$ cat config.mk
export PLATFORM = sky130hd
export DESIGN_NAME = pgw_walker
export DESIGN_NICKNAME = d
export VERILOG_FILES = /design/src/rtl/pgw_pkg.sv /design/src/rtl/pgw_addr_gen.sv /design/src/rtl/pgw_entry_dec.sv /design/src/rtl/pgw_leaf_fmt.sv /design/src/rtl/pgw_walker.sv
export SDC_FILE = /design/constraint.sdc
export NUM_CORES = 1
export LEC_CHECK = 0
export BUFFER_PORTS_ARGS = -buffer_cell sky130_fd_sc_hd__clkbuf_2
export CAP_MARGIN = 5
export CORE_MARGIN = 1.5
export CORE_UTILIZATION = 52
export DETAILED_ROUTE_END_ITERATION = 10
export GPL_ROUTABILITY_DRIVEN = 0
export PLACE_DENSITY_LB_ADDON = 0.15
export SYNTH_ARGS = -nofsm -noshare
export SYNTH_HDL_FRONTEND = slang
export SYNTH_SLANG_ARGS = --single-unit
$ cat constraint.sdc
create_clock -name clk -period 4.02 [get_ports clk]
set_clock_uncertainty 0.1 [all_clocks]
set_input_delay 0.201 -clock clk [delete_from_list [all_inputs] [get_ports clk]]
set_output_delay 0.201 -clock clk [all_outputs]
set_load 0.05 [all_outputs]
$ cat src/rtl/pgw_pkg.sv
package pgw_pkg;

  localparam int VA_W   = 32;
  localparam int PA_W   = 36;
  localparam int ENT_W  = 32;
  localparam int PPN_W  = 24;
  localparam int VPN_W  = 20;
  localparam int LVL_W  = 2;
  localparam int IDX_W  = 8;
  localparam int FT_W   = 3;
  localparam logic [LVL_W-1:0] LAST_LVL = 2'd3;

  typedef enum logic [1:0] {
    ET_INVALID = 2'b00,
    ET_PTD     = 2'b01,
    ET_PTE     = 2'b10,
    ET_RSVD    = 2'b11
  } ent_type_e;

  typedef enum logic [FT_W-1:0] {
    FT_NONE    = 3'd0,
    FT_INVALID = 3'd1,
    FT_XLATE   = 3'd4
  } fault_e;

  typedef enum logic [1:0] {
    ACT_DESCEND,
    ACT_LEAF,
    ACT_INVALID,
    ACT_XLATE
  } walk_act_e;

  // Physical base of the context table: register shifted left by four.
  function automatic logic [PA_W-1:0] ctx_tbl_base(input logic [31:0] ctp);
    return {ctp, 4'b0000};
  endfunction

  // Physical base of the next table named by a descriptor.
  function automatic logic [PA_W-1:0] desc_base(input logic [ENT_W-1:2] ptp);
    return {ptp, 6'b000000};
  endfunction

  // Table index taken from the virtual page number for a page-table level.
  function automatic logic [IDX_W-1:0] lvl_index(input logic [LVL_W-1:0] lvl,
                                                 input logic [VPN_W-1:0] vpn);
    case (lvl)
      2'd1:    return vpn[19:12];
      2'd2:    return {2'b00, vpn[11:6]};
      2'd3:    return {2'b00, vpn[5:0]};
      default: return '0;
    endcase
  endfunction

  // Physical address for a leaf found at a given level.
  function automatic logic [PA_W-1:0] leaf_paddr(input logic [PPN_W-1:0] ppn,
                                                 input logic [LVL_W-1:0] lvl,
                                                 input logic [VA_W-1:0] va);
    case (lvl)
      2'd0:    return {ppn[23:20], va};
      2'd1:    return {ppn[23:12], va[23:0]};
      2'd2:    return {ppn[23:6], va[17:0]};
      default: return {ppn, va[11:0]};
    endcase
  endfunction

endpackage

$ cat src/rtl/pgw_addr_gen.sv
module pgw_addr_gen
  import pgw_pkg::*;
#(
  parameter int CTX_W = 8
) (
  input  logic [PA_W-1:0]  tbl_base,
  input  logic [LVL_W-1:0] lvl,
  input  logic [VPN_W-1:0] vpn,
  input  logic [CTX_W-1:0] ctx,
  output logic [PA_W-1:0]  ent_addr
);

  localparam int WORD_SHIFT = 2;

  logic [PA_W-1:0] word_off;

  always_comb begin
    if (lvl == 2'd0) begin
      word_off = PA_W'(ctx) << WORD_SHIFT;
    end else begin
      word_off = PA_W'(lvl_index(lvl, vpn)) << WORD_SHIFT;
    end
    ent_addr = tbl_base + word_off;
  end

endmodule

$ cat src/rtl/pgw_entry_dec.sv
module pgw_entry_dec
  import pgw_pkg::*;
(
  input  logic [ENT_W-1:0] ent,
  input  logic [LVL_W-1:0] lvl,
  output walk_act_e        act,
  output logic [PA_W-1:0]  next_base
);

  ent_type_e etype;

  always_comb begin
    etype     = ent_type_e'(ent[1:0]);
    next_base = desc_base(ent[ENT_W-1:2]);
    case (etype)
      ET_INVALID: act = ACT_INVALID;
      ET_PTD:     act = (lvl == LAST_LVL) ? ACT_XLATE : ACT_DESCEND;
      ET_PTE:     act = ACT_LEAF;
      default:    act = ACT_XLATE;
    endcase
  end

endmodule

$ cat src/rtl/pgw_leaf_fmt.sv
module pgw_leaf_fmt
  import pgw_pkg::*;
(
  input  logic [PPN_W-1:0] ppn,
  input  logic [LVL_W-1:0] lvl,
  input  logic [VA_W-1:0]  va,
  output logic [PA_W-1:0]  paddr
);

  always_comb paddr = leaf_paddr(ppn, lvl, va);

endmodule

$ cat src/rtl/pgw_walker.sv
module pgw_walker
  import pgw_pkg::*;
#(
  parameter int CTX_W = 8
) (
  input  logic              clk,
  input  logic              rst_n,
  input  logic              req_valid,
  input  logic [VA_W-1:0]   req_vaddr,
  input  logic [CTX_W-1:0]  req_ctx,
  input  logic [31:0]       req_ctp,
  input  logic              xlat_en,
  output logic              busy,
  output logic              mem_rd_req,
  output logic [PA_W-1:0]   mem_rd_addr,
  input  logic              mem_rd_valid,
  input  logic              mem_rd_err,
  input  logic [ENT_W-1:0]  mem_rd_data,
  output logic              resp_done,
  output logic              resp_fault,
  output logic [ENT_W-1:0]  resp_pte,
  output logic [LVL_W-1:0]  resp_level,
  output logic [PA_W-1:0]   resp_paddr,
  output logic [FT_W-1:0]   resp_ftype
);

  typedef enum logic {S_IDLE, S_READ} walk_state_e;

  walk_state_e      state_q;
  logic [LVL_W-1:0] lvl_q;
  logic [VA_W-1:0]  va_q;
  logic [CTX_W-1:0] ctx_q;
  logic [PA_W-1:0]  base_q;

  // Named events for the checker.
  logic acc_any, acc_walk, acc_bypass;
  logic rd_ok, rd_bus_err;

  walk_act_e       act;
  logic [PA_W-1:0] next_base;
  logic [PA_W-1:0] leaf_pa;

  assign acc_any    = req_valid && (state_q == S_IDLE);
  assign acc_walk   = acc_any && xlat_en;
  assign acc_bypass = acc_any && !xlat_en;
  assign rd_bus_err = (state_q == S_READ) && mem_rd_err;
  assign rd_ok      = (state_q == S_READ) && mem_rd_valid && !mem_rd_err;

  assign busy       = (state_q != S_IDLE);
  assign mem_rd_req = (state_q == S_READ);

  pgw_addr_gen #(.CTX_W(CTX_W)) u_addr (
    .tbl_base (base_q),
    .lvl      (lvl_q),
    .vpn      (va_q[VA_W-1:VA_W-VPN_W]),
    .ctx      (ctx_q),
    .ent_addr (mem_rd_addr)
  );

  pgw_entry_dec u_dec (
    .ent       (mem_rd_data),
    .lvl       (lvl_q),
    .act       (act),
    .next_base (next_base)
  );

  pgw_leaf_fmt u_fmt (
    .ppn   (mem_rd_data[ENT_W-1:ENT_W-PPN_W]),
    .lvl   (lvl_q),
    .va    (va_q),
    .paddr (leaf_pa)
  );

  always_ff @(posedge clk or negedge rst_n) begin
    if (!rst_n) begin
      state_q    <= S_IDLE;
      lvl_q      <= '0;
      va_q       <= '0;
      ctx_q      <= '0;
      base_q     <= '0;
      resp_done  <= 1'b0;
      resp_fault <= 1'b0;
      resp_pte   <= '0;
      resp_level <= '0;
      resp_paddr <= '0;
      resp_ftype <= FT_NONE;
    end else begin
      resp_done  <= 1'b0;
      resp_fault <= 1'b0;
      if (acc_bypass) begin
        resp_done  <= 1'b1;
        resp_pte   <= '0;
        resp_level <= '0;
        resp_paddr <= {{(PA_W-VA_W){1'b0}}, req_vaddr};
        resp_ftype <= FT_NONE;
      end else if (acc_walk) begin
        state_q <= S_READ;
        lvl_q   <= '0;
        va_q    <= req_vaddr;
        ctx_q   <= req_ctx;
        base_q  <= ctx_tbl_base(req_ctp);
      end else if (rd_bus_err) begin
        state_q    <= S_IDLE;
        resp_fault <= 1'b1;
        resp_pte   <= '0;
        resp_paddr <= '0;
        resp_level <= lvl_q;
        resp_ftype <= FT_XLATE;
      end else if (rd_ok) begin
        case (act)
          ACT_DESCEND: begin
            lvl_q  <= lvl_q + 2'd1;
            base_q <= next_base;
          end
          ACT_LEAF: begin
            state_q    <= S_IDLE;
            resp_done  <= 1'b1;
            resp_pte   <= mem_rd_data;
            resp_paddr <= leaf_pa;
            resp_level <= lvl_q;
            resp_ftype <= FT_NONE;
          end
          ACT_INVALID: begin
            state_q    <= S_IDLE;
            resp_fault <= 1'b1;
            resp_pte   <= '0;
            resp_paddr <= '0;
            resp_level <= lvl_q;
            resp_ftype <= FT_INVALID;
          end
          default: begin
            state_q    <= S_IDLE;
            resp_fault <= 1'b1;
            resp_pte   <= '0;
            resp_paddr <= '0;
            resp_level <= lvl_q;
            resp_ftype <= FT_XLATE;
          end
        endcase
      end
    end
  end

endmodule

* Yosys cells after proc, flatten, opt, wreduce, memory -nomap -nowiden *
Index checks and enable logic that the tools add are counted.

word-level totals
  flip-flop bits (word level) = 154
  word-level logic and storage cells = 93
  output and inout bits = 113
  input port bits = 110

operators by class
  reductions and logical operators = 20
  $add $sub $neg = 2
  bitwise operators = 2
  equality and inequality tests = 11
  mux-type cells = 47

operator list
  cell                                                                   number
  36-bit 2-to-1 mux                                                      8
  32-bit 2-to-1 mux                                                      4
  32-bit case mux with 3 select lines                                    1
  36-bit case mux with 2 select lines                                    1
  32-bit case mux with 2 select lines                                    1
  36-bit adder                                                           1
  8-bit case mux with 3 select lines                                     1
  2-bit 2-to-1 mux                                                       10
  1-bit 2-to-1 mux                                                       14
  3-bit 2-to-1 mux                                                       4
  10-bit 2-to-1 mux                                                      1
  3-bit case mux with 3 select lines                                     1
  2-bit equality test, second input constant                             4
  2-bit by 1-bit equality test with 1-bit output, second input constant  3
  1-bit logical AND                                                      6
  2-bit logical NOT                                                      3
  3-bit != test, second input constant                                   2
  2-bit case mux with 3 select lines                                     1
  3-bit AND reduction                                                    2
  3-bit nonzero test                                                     2
  4-bit AND reduction                                                    1
  2-bit nonzero test                                                     2
  2-bit by 1-bit adder with 2-bit output, second input constant          1
  1-bit logical NOT                                                      2
  5 further kinds                                                        6

* Depth between registers and ports, before layout *
  depth after elaboration = 10
  mapped depth = 13
  mapped depth without buffers = 12

* Cells and area by module *
A second synthesis with hierarchy kept.

second synthesis, totals
  cell total of the unflattened synthesis = 933
  area, all modules = 9141.3 um^2

by module, submodules not included
  module         cells each  instances  area each (um^2)  seq. area each (um^2)
  pgw_walker     709         1          7219.4            3828.7
  pgw_addr_gen   144         1          1211.2            0.0
  pgw_leaf_fmt   39          1          406.6             0.0
  pgw_entry_dec  41          1          304.0             0.0

* Worst setup path before layout *
No wires, ideal clock.

  path type = register to output
  start point = register lvl_q[1]
  end point = output mem_rd_addr[34]
  data required time = 3.719 ns
  data arrival time = 3.797 ns
  cell stages (with the launch flop) = 13
  buffers on the path = 1
  path slack = -0.078 ns
  cell sequence = dfrtp_1 > inv_1 > ha_1 > buf_1 > mux2i_1 > ha_1 > inv_1 > fa_1 > and2b_1 > o211ai_4 > a2111oi_4 > nand4_1 > xnor2_1

between the ends
  cells in the longest elaborated chain, start to end = 4
  elaborated cells between the ends (all ways) = 7
  those cells by class = 1 x add/sub; 3 x eq/ne; 2 x mux; 1 x reduce/logical

ends and longest elaborated chain
  what                                                                                          RTL line            RTL
  start, declared                                                                               pgw_walker.sv:30    logic [LVL_W-1:0] lvl_q;
  start signal, assigned                                                                        pgw_walker.sv:112   lvl_q <= lvl_q + 2'd1;
  2-bit equality test / 2-bit by 1-bit equality test with 1-bit output (equally long branches)  pgw_pkg.sv:46       case (lvl)
  8-bit case mux with 3 select lines                                                            pgw_pkg.sv:46
  10-bit 2-to-1 mux (*)                                                                         pgw_addr_gen.sv:18  if (lvl == 2'd0) begin
  36-bit adder (*)                                                                              pgw_addr_gen.sv:23  ent_addr = tbl_base + word_off;
  end, declared                                                                                 pgw_walker.sv:15    output logic [PA_W-1:0] mem_rd_addr,

Mark *: on every way between the ends. The rest lies on a longest branch, timed or not.

* Worst setup path in the final report *
Ends and elaborated chain as after synthesis.

==> qor.txt <==
outcome = finished, final reports clean
maxcap violations = 0
period utilization = 96.6%
Avg WL per Cell = 19.3 µm
vias per cell = 5.82
CTS max path bufs = 2
CTS sink cnt = 145
Tot GR Track Use = 32.3%
synthesized area = 7110 µm²
worst endpoint required time = 3720 ps
arrival time worst endpoint = 3580 ps
Antenna Nets Post-Route = 0
Layout Nets = 1,119
f_max = 258 MHz
worst-margin pin slew = 1070 ps
Final Setup Violations = 0
Pwr Density = 544 nW/µm²
maximum single-stage delay on the critical path = 480 ps
top post-synthesis cells by area = dfrtp_1 (51%), mux2_2 (6.5%), nand2_1 (4.3%)
Setup CP Type = reg2out
largest net degree at the start of global routing = 119
sequential area share after synthesis = 51.0%
final WL = 22,900 µm
height of the die = 120 µm
H-tree lvl count = 4
Critical Path Sink Type = output pin
Post-synth ARST share = 100%
ys flop type = dfrtp_1
vias in the first global route = 6,952
CTS Root Cell = clkbuf_16
Die ar. = 14,400 µm²
slowest CP cell = dfrtp_2
GRT overflow = 0
crit path cell chain = inv_2, ha_4, a222oi_1, mux2i_1, ha_2, inv_1, fa_1, and2b_1, o211ai_4, a2111oi_4, buf_4, nand4_1, xnor2_2, buf_6
number of buffers created by CTS = 17
die span in x = 120 µm
initial antenna violation count = 0
Tmin final = 3880 ps
leading area contributor after synthesis = dfrtp_1
fin. max-slew vios = 0
number of synthesized register bits = 145
Leakage Power = 4.98 nW
Ys Warns = 0
num rows = 42
HPWL Detailed = 15,200 µm
DR vias = 6,896
Hold Fails Final Rpt = 0
Hold Slack = 6.32 ps
Synth cell types = 57
synth-to-layout area growth = 41.5%
Crit Path Max Fanout = 8
syn avg cell area = 10.3 µm²
setup total negative slack = 0 ps
# diodes = 0
WHS Path Cells = 3
Layout fillers = 930
first-pass GRT wire length = 35,500 µm
core area = 13,300 µm²
drt pass-1 iters = 8
clock slew at the register clock pins of the worst setup and hold paths = 60 ps
post-synth top area share = 51.0%
clk_lat worst skew = 420 ps
cells on worst reg2reg path = 8
# DRC = 0
share of post-route cells with drive strength above 1 = 33.9%
synthesized instance count = 690
relative slew slack = 28.7%
CTS tree = built
Peak VDD IR = 317 µV
Initial Utilization = 53.5%
Ports = 223
initial drt markers = 609
Worst setup SP type = flop
Hold Path Class = in2reg
Port Buf Inserts = 219
Post-synth EDFFs = 0
placed cells by master, fill, tap and decap left out, drive strengths merged, types with 4 or more instances in the layout:
master       Yosys  final
a21o             4      4
a21oi            7      7
a221o           18     18
a222oi           5      5
a22o             5      5
a22oi           27     27
and3            20     20
buf             34     27
clkbuf          18    234
clkinv           0      5
dfrtp          145    145
dlygate4sd3      0     99
ha              12     12
inv             15     16
mux2            41     41
mux2i            8      8
nand2           82     82
nand3           53     53
nand4            4      4
nor2            66     66
nor2b            5      5
nor3             6      6
o211ai           4      4
o21ai           24     24
o22ai           30     30
xnor2           23     23
xor2             7      7
registers in the layout (all words and copies together) (netlist names):
signal and count:
busy 1, resp_done 1, resp_paddr 32, resp_level 2
base_q 32, va_q 32, resp_pte 32, resp_ftype 2
lvl_q 2, resp_fault 1, ctx_q 8
final timing paths:
check | startpoint | endpoint | slack, ps
worst max-delay path | lvl_q[1]$_DFFE_PN0P_ | mem_rd_addr[34] | 140
worst min-delay path | req_ctp[28] | base_q[32]$_DFFE_PN0P_ | 6
worst max register to register | lvl_q[1]$_DFFE_PN0P_ | resp_paddr[23]$_DFFE_PN0P_ | 1150
worst min register to register | resp_pte[17]$_DFFE_PN0P_ | resp_pte[17]$_DFFE_PN0P_ | 370
max in group asynchronous | rst_n | base_q[20]$_DFFE_PN0P_ | 2410
min in group asynchronous | rst_n | resp_paddr[6]$_DFFE_PN0P_ | 410
cells in the mapped netlist, types with 2 or more instances:
master    instances
dfrtp_1         145
nand2_1          82
nor2_1           66
nand3_1          51
mux2_2           41
o22ai_1          30
a22oi_1          27
xnor2_1          23
o21ai_0          22
buf_2            19
a221o_1          18
and3_1           18
clkbuf_1         18
inv_1            15
ha_1             12
buf_4             8
mux2i_1           8
xor2_1            7
a21oi_1           6
a222oi_1          5
a22o_1            5
buf_1             5
nor2b_1           5
a21o_1            4
nand4_1           4
nor3_1            4
o211ai_1          3
a211oi_1          2
and2_1            2
buf_6             2
nand2b_1          2
nand3_2           2
nor3_2            2
nor4_1            2
o211a_1           2
o21a_1            2
cell type report:
| cell class | instances | area, µm² | area share (%) |
|---|---|---|---|
| sequential | 145 | 3630 | 36.1 |
| multi-input combinational | 480 | 3300 | 32.8 |
| timing repair buffer | 337 | 2270 | 22.6 |
| clock buffer | 23 | 478 | 4.75 |
| tap | 176 | 220 | 2.19 |
| clock inverter | 9 | 105 | 1.04 |
| inverter | 15 | 58.8 | 0.584 |
report_power, final:
group,switching (W),internal [W]
registers,0.000210,0.00170
clock network,0.000597,0.000961
logic,0.00139,0.000627
total,0.00220,0.00328
worst max-delay path, delay by kind of cell, from the launching register on:
kind                     cells  cell delay [ps]
multiplexers                 1              170
AO/OA/AOI/OAI                3              520
buffers and inverters        4              560
AND/OR/NAND/NOR              2              430
adder cells (fa/ha/maj)      3              830
XOR/XNOR                     1              170
flip-flops                   1              480
cells by family after synthesis:
group	synth area share (%)
other	0.0527
buffers and inverters	4.50
xor gates and xnor gates	3.69
adders and majority gates	2.39
muxes	7.62
and+or+nand+nor	16.5
AOI/OAI and AO/OA	14.2
DFF	51.0
routing by layer:
| metal | track usage, % | share of wire, % | vias up |
|---|---|---|---|
| met5 | 0 | 0 | - |
| met4 | 18.8 | 5.1 | 0 |
| met3 | 7.51 | 7.5 | 96 |
| met2 | 51.4 | 48 | 382 |
| met1 | 40.4 | 40 | 3353 |
| li1 | - | - | 3065 |
per-stage QoR:
stage	std cells	util [%]	instance area, µm²	worst slack, ps	power (W)
floorplan	692	-	7170	128	0.00328
global route	1185	75.7	10100	-60.8	0.00570
global placement	1045	62.7	8330	306	0.00375
finish	1185	75.7	10100	139	0.00548
CTS	1178	75.1	9980	40.6	0.00545
detailed placement	1045	62.7	8330	102	0.00380
repair_timing:
action	4_1_cts	5_1_grt
hold endpoints to repair	247	0
setup buffers	2	7
gates resized for setup	16	20
hold buffers	99	0
setup endpoints to repair	14	19
pin swaps	1	2
gates cloned	0	0
No activity file was read; power rests on OpenSTA's default activity.
